### config.mk
export PLATFORM = sky130hd
export DESIGN_NAME = fault_escalation_unit
export DESIGN_NICKNAME = d
export VERILOG_FILES = /design/src/rtl/fault_esc_pkg.sv /design/src/rtl/fault_esc_classify.sv /design/src/rtl/fault_esc_route.sv /design/src/rtl/fault_esc_sticky.sv /design/src/rtl/fault_escalation_unit.sv
export SDC_FILE = /design/constraint.sdc
export NUM_CORES = 1
export LEC_CHECK = 0
export BUFFER_PORTS_ARGS = -buffer_cell sky130_fd_sc_hd__buf_2
export CORE_UTILIZATION = 40
export CTS_BUF_LIST = sky130_fd_sc_hd__clkbuf_4 sky130_fd_sc_hd__clkbuf_8 sky130_fd_sc_hd__clkbuf_16
export DETAILED_ROUTE_END_ITERATION = 12
export GPL_ROUTABILITY_DRIVEN = 0
export GPL_TIMING_DRIVEN = 0
export PLACE_DENSITY = 0.79
export SYNTH_ARGS = -nofsm -noshare
export SYNTH_HDL_FRONTEND = slang
export SYNTH_SLANG_ARGS = --single-unit
### constraint.sdc
create_clock -name clk -period 6.5 [get_ports clk]
set_clock_uncertainty 0.05 [all_clocks]
set_input_delay 1.95 -clock clk [delete_from_list [all_inputs] [get_ports clk]]
set_output_delay 1.95 -clock clk [all_outputs]
set_load 0.1 [all_outputs]
### src/rtl/fault_esc_pkg.sv
package fault_esc_pkg;
  localparam int STAT_W = 8;
  localparam int HARD_W = 32;
  localparam int NUM_W  = 4;

  localparam logic [NUM_W-1:0] EXC_HARD  = 4'd3;
  localparam logic [NUM_W-1:0] EXC_MEM   = 4'd4;
  localparam logic [NUM_W-1:0] EXC_BUS   = 4'd5;
  localparam logic [NUM_W-1:0] EXC_USAGE = 4'd6;

  localparam int BIT_PUSH      = 4;
  localparam int BIT_POP       = 3;
  localparam int BIT_BAD_PC    = 2;
  localparam int BIT_BAD_STATE = 1;
  localparam int BIT_VEC       = 1;
  localparam int BIT_FORCED    = 30;

  typedef enum logic [2:0] {
    CLS_NONE, CLS_BUS, CLS_MEM, CLS_USAGE, CLS_VEC
  } fault_class_e;

  typedef struct packed {
    logic              valid;
    fault_class_e      cls;
    logic [STAT_W-1:0] bus_set;
    logic [STAT_W-1:0] mem_set;
    logic [STAT_W-1:0] use_set;
    logic [HARD_W-1:0] hard_set;
  } fault_cause_t;
endpackage

### src/rtl/fault_esc_classify.sv
module fault_esc_classify
  import fault_esc_pkg::*;
(
  input  logic         stk_bus,
  input  logic         stk_prot,
  input  logic         unstk_bus,
  input  logic         unstk_prot,
  input  logic         vec_bus,
  input  logic         vec_prot,
  input  logic         bad_pc,
  input  logic         bad_state,
  output fault_cause_t cause
);
  // Precedence: vector read, push, pop, return token.
  always_comb begin
    cause = '0;
    cause.cls = CLS_NONE;
    if (vec_bus || vec_prot) begin
      cause.valid = 1'b1;
      cause.cls   = CLS_VEC;
      cause.hard_set[BIT_VEC] = 1'b1;
    end else if (stk_prot) begin
      cause.valid = 1'b1;
      cause.cls   = CLS_MEM;
      cause.mem_set[BIT_PUSH] = 1'b1;
    end else if (stk_bus) begin
      cause.valid = 1'b1;
      cause.cls   = CLS_BUS;
      cause.bus_set[BIT_PUSH] = 1'b1;
    end else if (unstk_prot) begin
      cause.valid = 1'b1;
      cause.cls   = CLS_MEM;
      cause.mem_set[BIT_POP] = 1'b1;
    end else if (unstk_bus) begin
      cause.valid = 1'b1;
      cause.cls   = CLS_BUS;
      cause.bus_set[BIT_POP] = 1'b1;
    end else if (bad_pc) begin
      cause.valid = 1'b1;
      cause.cls   = CLS_USAGE;
      cause.use_set[BIT_BAD_PC] = 1'b1;
    end else if (bad_state) begin
      cause.valid = 1'b1;
      cause.cls   = CLS_USAGE;
      cause.use_set[BIT_BAD_STATE] = 1'b1;
    end
  end
endmodule

### src/rtl/fault_esc_route.sv
module fault_esc_route
  import fault_esc_pkg::*;
#(
  parameter int PRI_W = 3
) (
  input  logic             valid,
  input  fault_class_e     cls,
  input  logic             en_bus,
  input  logic             en_mem,
  input  logic             en_use,
  input  logic [PRI_W-1:0] pri_bus,
  input  logic [PRI_W-1:0] pri_mem,
  input  logic [PRI_W-1:0] pri_use,
  input  logic [PRI_W-1:0] pri_cur,
  output logic [NUM_W-1:0] num,
  output logic             take_now,
  output logic             forced
);
  logic             en_sel;
  logic [PRI_W-1:0] pri_sel;
  logic [NUM_W-1:0] num_sel;

  always_comb begin
    en_sel  = 1'b0;
    pri_sel = '0;
    num_sel = EXC_HARD;
    case (cls)
      CLS_BUS:   begin en_sel = en_bus; pri_sel = pri_bus; num_sel = EXC_BUS;   end
      CLS_MEM:   begin en_sel = en_mem; pri_sel = pri_mem; num_sel = EXC_MEM;   end
      CLS_USAGE: begin en_sel = en_use; pri_sel = pri_use; num_sel = EXC_USAGE; end
      default:   ;
    endcase
  end

  always_comb begin
    num      = '0;
    take_now = 1'b0;
    forced   = 1'b0;
    if (valid) begin
      if (cls == CLS_VEC) begin
        num      = EXC_HARD;
        take_now = 1'b1;
      end else if (!en_sel) begin
        num      = EXC_HARD;
        take_now = 1'b1;
        forced   = 1'b1;
      end else begin
        num      = num_sel;
        take_now = (pri_sel < pri_cur);
      end
    end
  end
endmodule

### src/rtl/fault_esc_sticky.sv
module fault_esc_sticky #(
  parameter int W = 8
) (
  input  logic         clk,
  input  logic         rst,
  input  logic [W-1:0] set_i,
  input  logic [W-1:0] clr_i,
  output logic [W-1:0] q_o
);
  always_ff @(posedge clk) begin
    if (rst) q_o <= '0;
    else     q_o <= (q_o & ~clr_i) | set_i;
  end
endmodule

### src/rtl/fault_escalation_unit.sv
module fault_escalation_unit
  import fault_esc_pkg::*;
#(
  parameter int PRI_W = 3
) (
  input  logic              clk,
  input  logic              rst,
  input  logic              stk_bus_err_i,
  input  logic              stk_prot_err_i,
  input  logic              unstk_bus_err_i,
  input  logic              unstk_prot_err_i,
  input  logic              vec_bus_err_i,
  input  logic              vec_prot_err_i,
  input  logic              ret_bad_pc_i,
  input  logic              ret_bad_state_i,
  input  logic              bus_fault_en_i,
  input  logic              mem_fault_en_i,
  input  logic              usage_fault_en_i,
  input  logic [PRI_W-1:0]  bus_pri_i,
  input  logic [PRI_W-1:0]  mem_pri_i,
  input  logic [PRI_W-1:0]  usage_pri_i,
  input  logic [PRI_W-1:0]  cur_pri_i,
  input  logic [7:0]        clr_bus_i,
  input  logic [7:0]        clr_mem_i,
  input  logic [7:0]        clr_usage_i,
  input  logic [31:0]       clr_hard_i,
  output logic              fault_valid_o,
  output logic [3:0]        fault_num_o,
  output logic              take_now_o,
  output logic [7:0]        bus_stat_o,
  output logic [7:0]        mem_stat_o,
  output logic [7:0]        usage_stat_o,
  output logic [31:0]       hard_stat_o
);
  localparam int N_BYTES = 3;

  fault_cause_t     cause;
  logic [NUM_W-1:0] route_num;
  logic             route_now;
  logic             route_forced;
  logic [HARD_W-1:0] hard_set;

  logic [N_BYTES-1:0][STAT_W-1:0] byte_set;
  logic [N_BYTES-1:0][STAT_W-1:0] byte_clr;
  logic [N_BYTES-1:0][STAT_W-1:0] byte_q;

  fault_esc_classify u_classify (
    .stk_bus    (stk_bus_err_i),
    .stk_prot   (stk_prot_err_i),
    .unstk_bus  (unstk_bus_err_i),
    .unstk_prot (unstk_prot_err_i),
    .vec_bus    (vec_bus_err_i),
    .vec_prot   (vec_prot_err_i),
    .bad_pc     (ret_bad_pc_i),
    .bad_state  (ret_bad_state_i),
    .cause      (cause)
  );

  fault_esc_route #(.PRI_W(PRI_W)) u_route (
    .valid    (cause.valid),
    .cls      (cause.cls),
    .en_bus   (bus_fault_en_i),
    .en_mem   (mem_fault_en_i),
    .en_use   (usage_fault_en_i),
    .pri_bus  (bus_pri_i),
    .pri_mem  (mem_pri_i),
    .pri_use  (usage_pri_i),
    .pri_cur  (cur_pri_i),
    .num      (route_num),
    .take_now (route_now),
    .forced   (route_forced)
  );

  always_comb begin
    hard_set = cause.hard_set;
    hard_set[BIT_FORCED] = cause.hard_set[BIT_FORCED] | route_forced;
  end

  assign byte_set[0] = cause.bus_set;
  assign byte_set[1] = cause.mem_set;
  assign byte_set[2] = cause.use_set;
  assign byte_clr[0] = clr_bus_i;
  assign byte_clr[1] = clr_mem_i;
  assign byte_clr[2] = clr_usage_i;

  for (genvar g = 0; g < N_BYTES; g++) begin : g_stat
    fault_esc_sticky #(.W(STAT_W)) u_stat (
      .clk   (clk),
      .rst   (rst),
      .set_i (byte_set[g]),
      .clr_i (byte_clr[g]),
      .q_o   (byte_q[g])
    );
  end

  fault_esc_sticky #(.W(HARD_W)) u_hard (
    .clk   (clk),
    .rst   (rst),
    .set_i (hard_set),
    .clr_i (clr_hard_i),
    .q_o   (hard_stat_o)
  );

  assign bus_stat_o   = byte_q[0];
  assign mem_stat_o   = byte_q[1];
  assign usage_stat_o = byte_q[2];

  always_ff @(posedge clk) begin
    if (rst) begin
      fault_valid_o <= 1'b0;
      fault_num_o   <= '0;
      take_now_o    <= 1'b0;
    end else begin
      fault_valid_o <= cause.valid;
      fault_num_o   <= route_num;
      take_now_o    <= route_now;
    end
  end
endmodule

==> flow_summary_export.csv <==
group,metric,value,unit
outcome,status,"finished clean",
floorplanning,die_area,5208,sq um
timing,fmax,271.7,MHz
clock_network,cts_setup_buffers,0,
logic_synthesis,yosys-mux-area-fraction,0,
global_routing,grt_overflow,0,
setup_path,rrSetupSlack,5.69,ns
floorplanning,row_count,25,
clock_network,root_buffer,"clkbuf_8",
logic_synthesis,synth_compound_area_frac,0.06861,
final_layout,post-route-util,0.6262,
logic_synthesis,synthesis.area,1969,sq um
drt,avgRoutedWirePerCell,11.16,microns
clock_network,clock_latency,0.33,ns
logic_synthesis,synthSimpleGateAreaFrac,0.2738,
floorplanning,die_h,72.17,microns
flow_run,maxCapViolations,0,
power_and_ir_drop,pwr_density_cell,264.4,nW/um^2
logic_synthesis,synth_xor_area_frac,0,
floorplanning,coreArea,4723,sq um
logic_synthesis,synthTopCellsByArea,"dfxtp_1 62%, nor3b_1 19%, a21oi_1 2.5%, nor2_1 1.9%, nor2b_1 1.6%",
global_routing,grt_usage,0.1725,
global_routing,grt_pass1_vias,1627,
timing,tns,0,ns
setup_path,start_kind,"primary input",
logic_synthesis,synth_area_leader_cell,"dfxtp_1",
final_layout,final_common_cell,"buf_2",
drt,via_per_inst,4.494,
logic_synthesis,seq_area_frac_synth,0.6201,
final_layout,nNetsFinal,410,
placed_design,portBuffers,141,
floorplanning,start_util,0.4170,
final_layout,layout_common_cells,"141 x buf_2, 61 x dfxtp_1, 49 x nor3b_1, 10 x nor2_1, 10 x a21oi_1",
timing,min_period,3.680,ns
clock_network,cts_buffers,9,
timing,whs,0.4149,ns
clock_network,cts_resized,0,
drt,dr.pass1.iters,4,
timing,finalMaxSlewViolations,0,
logic_synthesis,synth_fa_ha_area_frac,0.01271,
logic_synthesis,yosysWarnings,0,
timing,finalHoldViolCount,0,
clock_network,clock_sinks,61,
clock_network,clkTransAtPathRegs,0.06,ns
setup_path,crit_arrival,3.90,ns
floorplanning,die_w,72.17,microns
final_layout,fin_area,2958,sq um
timing,timing.final.crit_share,0.5661,
setup_path,crit_fanout,5,
timing,rsz0062_at_grt,"no",
final_layout,drive_above_1_share,0.4910,
drt,drtAntennaViolNets,0,
power_and_ir_drop,ir_drop,0.0001457,V
power_and_ir_drop,leakagePower,1.449,nW
placed_design,dp_hpwl,3538,microns
setup_path,crit_required,6.72,ns
logic_synthesis,syn_avg_cell_area,11.25,sq um
clock_network,clock_path_buffers,2,
drt,wl,4452,microns
drt,drt_drc_violations_left,0,
timing,finalSetupViolations,0,
setup_path,end_kind,"flop",
global_routing,grt_max_degree,12,
drt,vias,1793,
clock_network,htreeDepth,3,
min_path,hold_class,"reg -> reg",
logic_synthesis,synth_top_family_by_area,"simple AND/OR/NAND/NOR gates",
global_routing,grt_pass1_wl,6796,microns
logic_synthesis,synth-seq-cells,61,
floorplanning,ioPinCount,143,
drt,drt_iter0_drc,41,
logic_synthesis,ys_types,27,
setup_path,critPathKind,"in -> reg",
final_layout,area_growth,50.19,%
global_routing,antenna_found_initial,0,
final_layout,antennaDiodeCount,0,
clock_network,tritoncts,"done",
logic_synthesis,synth_top_area_share,0.6201,
clock_network,hold_buffers,0,
logic_synthesis,syn-instance-count,175,
placed_design,place_area,2759,sq um
logic_synthesis,syn_nets,258,
state kept, by name (all words and copies together) (netlist names):
register           cells
fault_num_o            3
fault_valid_o          1
g_stat.u_stat.q_o     24
take_now_o             1
u_hard.q_o            32
worst max-delay path: stages:
cell and delay, ns:
buf_2 0.12, or3_4 0.41, nor3_4 0.27, a22oi_1 0.10, nand2_1 0.08, ha_1 0.23, a221o_1 0.36, a221oi_1 0.23
o31a_1 0.15
per-layer routing:
| layer | part of all wire | vias to the layer above | GRT usage |
|---|---|---|---|
| li1 | - | 914 | - |
| met1 | 0.40 | 796 | 0.1809 |
| met2 | 0.51 | 79 | 0.2939 |
| met3 | 0.084 | 4 | 0.06528 |
| met4 | 0.0076 | 0 | 0.1024 |
| met5 | 0 | - | 0 |
cells by family (layout without fill, tap and decap cells):
family | Yosys count | after routing
adder cells (fa/ha/maj) | 2 | 2
flip-flops | 61 | 61
AND/OR/NAND/NOR | 80 | 80
other | 1 | 1
buffers and inverters | 11 | 168
AO/OA/AOI/OAI | 20 | 20
cells in the mapped netlist:
cell type / n
nor3_4: 1
a22oi_1: 2
ha_1: 2
a21oi_1: 10
o21a_1: 2
and2b_2: 1
a32oi_1: 1
or3_1: 1
conb_1: 1
nor2_2: 1
buf_4: 1
nand3b_1: 1
dfxtp_1: 61
a221oi_1: 1
clkbuf_1: 6
nor3b_1: 49
a221o_1: 1
nor2b_1: 5
o31a_1: 1
nand2b_1: 3
nor3_1: 1
or3_4: 1
a31o_2: 1
a222oi_1: 1
nand2_1: 6
nor2_1: 10
inv_1: 4
report_power, final:
part	total (W)	leakage [nW]	switching, W	internal (W)
sequential	0.000378	0.493	0.000000919	0.000377
clock	0.000330	0.101	0.000143	0.000187
combinational	0.0000746	0.855	0.0000481	0.0000265
total	0.000782	1.45	0.000192	0.000590
final timing paths:
path              cells past startpoint                 startpoint                         to
hold reg to reg                       1  u_hard.q_o[27]$_SDFF_PP0_  u_hard.q_o[27]$_SDFF_PP0_
setup reg to reg                      2  u_hard.q_o[30]$_SDFF_PP0_  u_hard.q_o[30]$_SDFF_PP0_
hold / removal                        1  u_hard.q_o[27]$_SDFF_PP0_  u_hard.q_o[27]$_SDFF_PP0_
setup / recovery                      9             vec_prot_err_i      take_now_o$_SDFF_PP0_
area by class of cell:
| type | instances | area (sq um) |
|---|---|---|
| sequential | 61 | 1221 |
| tap | 67 | 83.83 |
| clock buffer | 11 | 138.9 |
| inverter | 4 | 15.01 |
| fill | 422 | 1765 |
| timing repair buffer | 141 | 705.7 |
| multi-input combinational | 103 | 703.2 |
| clock inverter | 5 | 60.06 |
| buffer | 7 | 30.03 |
metrics by stage:
step | worst slack [ns] | total power (W) | cells
2_1_floorplan | 2.753 | 0.0004291 | 175
3_3_place_gp | 2.490 | 0.0004604 | 383
3_5_place_dp | 2.471 | 0.0004614 | 383
4_1_cts | 2.812 | 0.0007917 | 399
5_1_grt | 2.710 | 0.0008162 | 399
6_report | 2.820 | 0.0007821 | 399
Note: power is estimated with default switching activity, not from simulation.
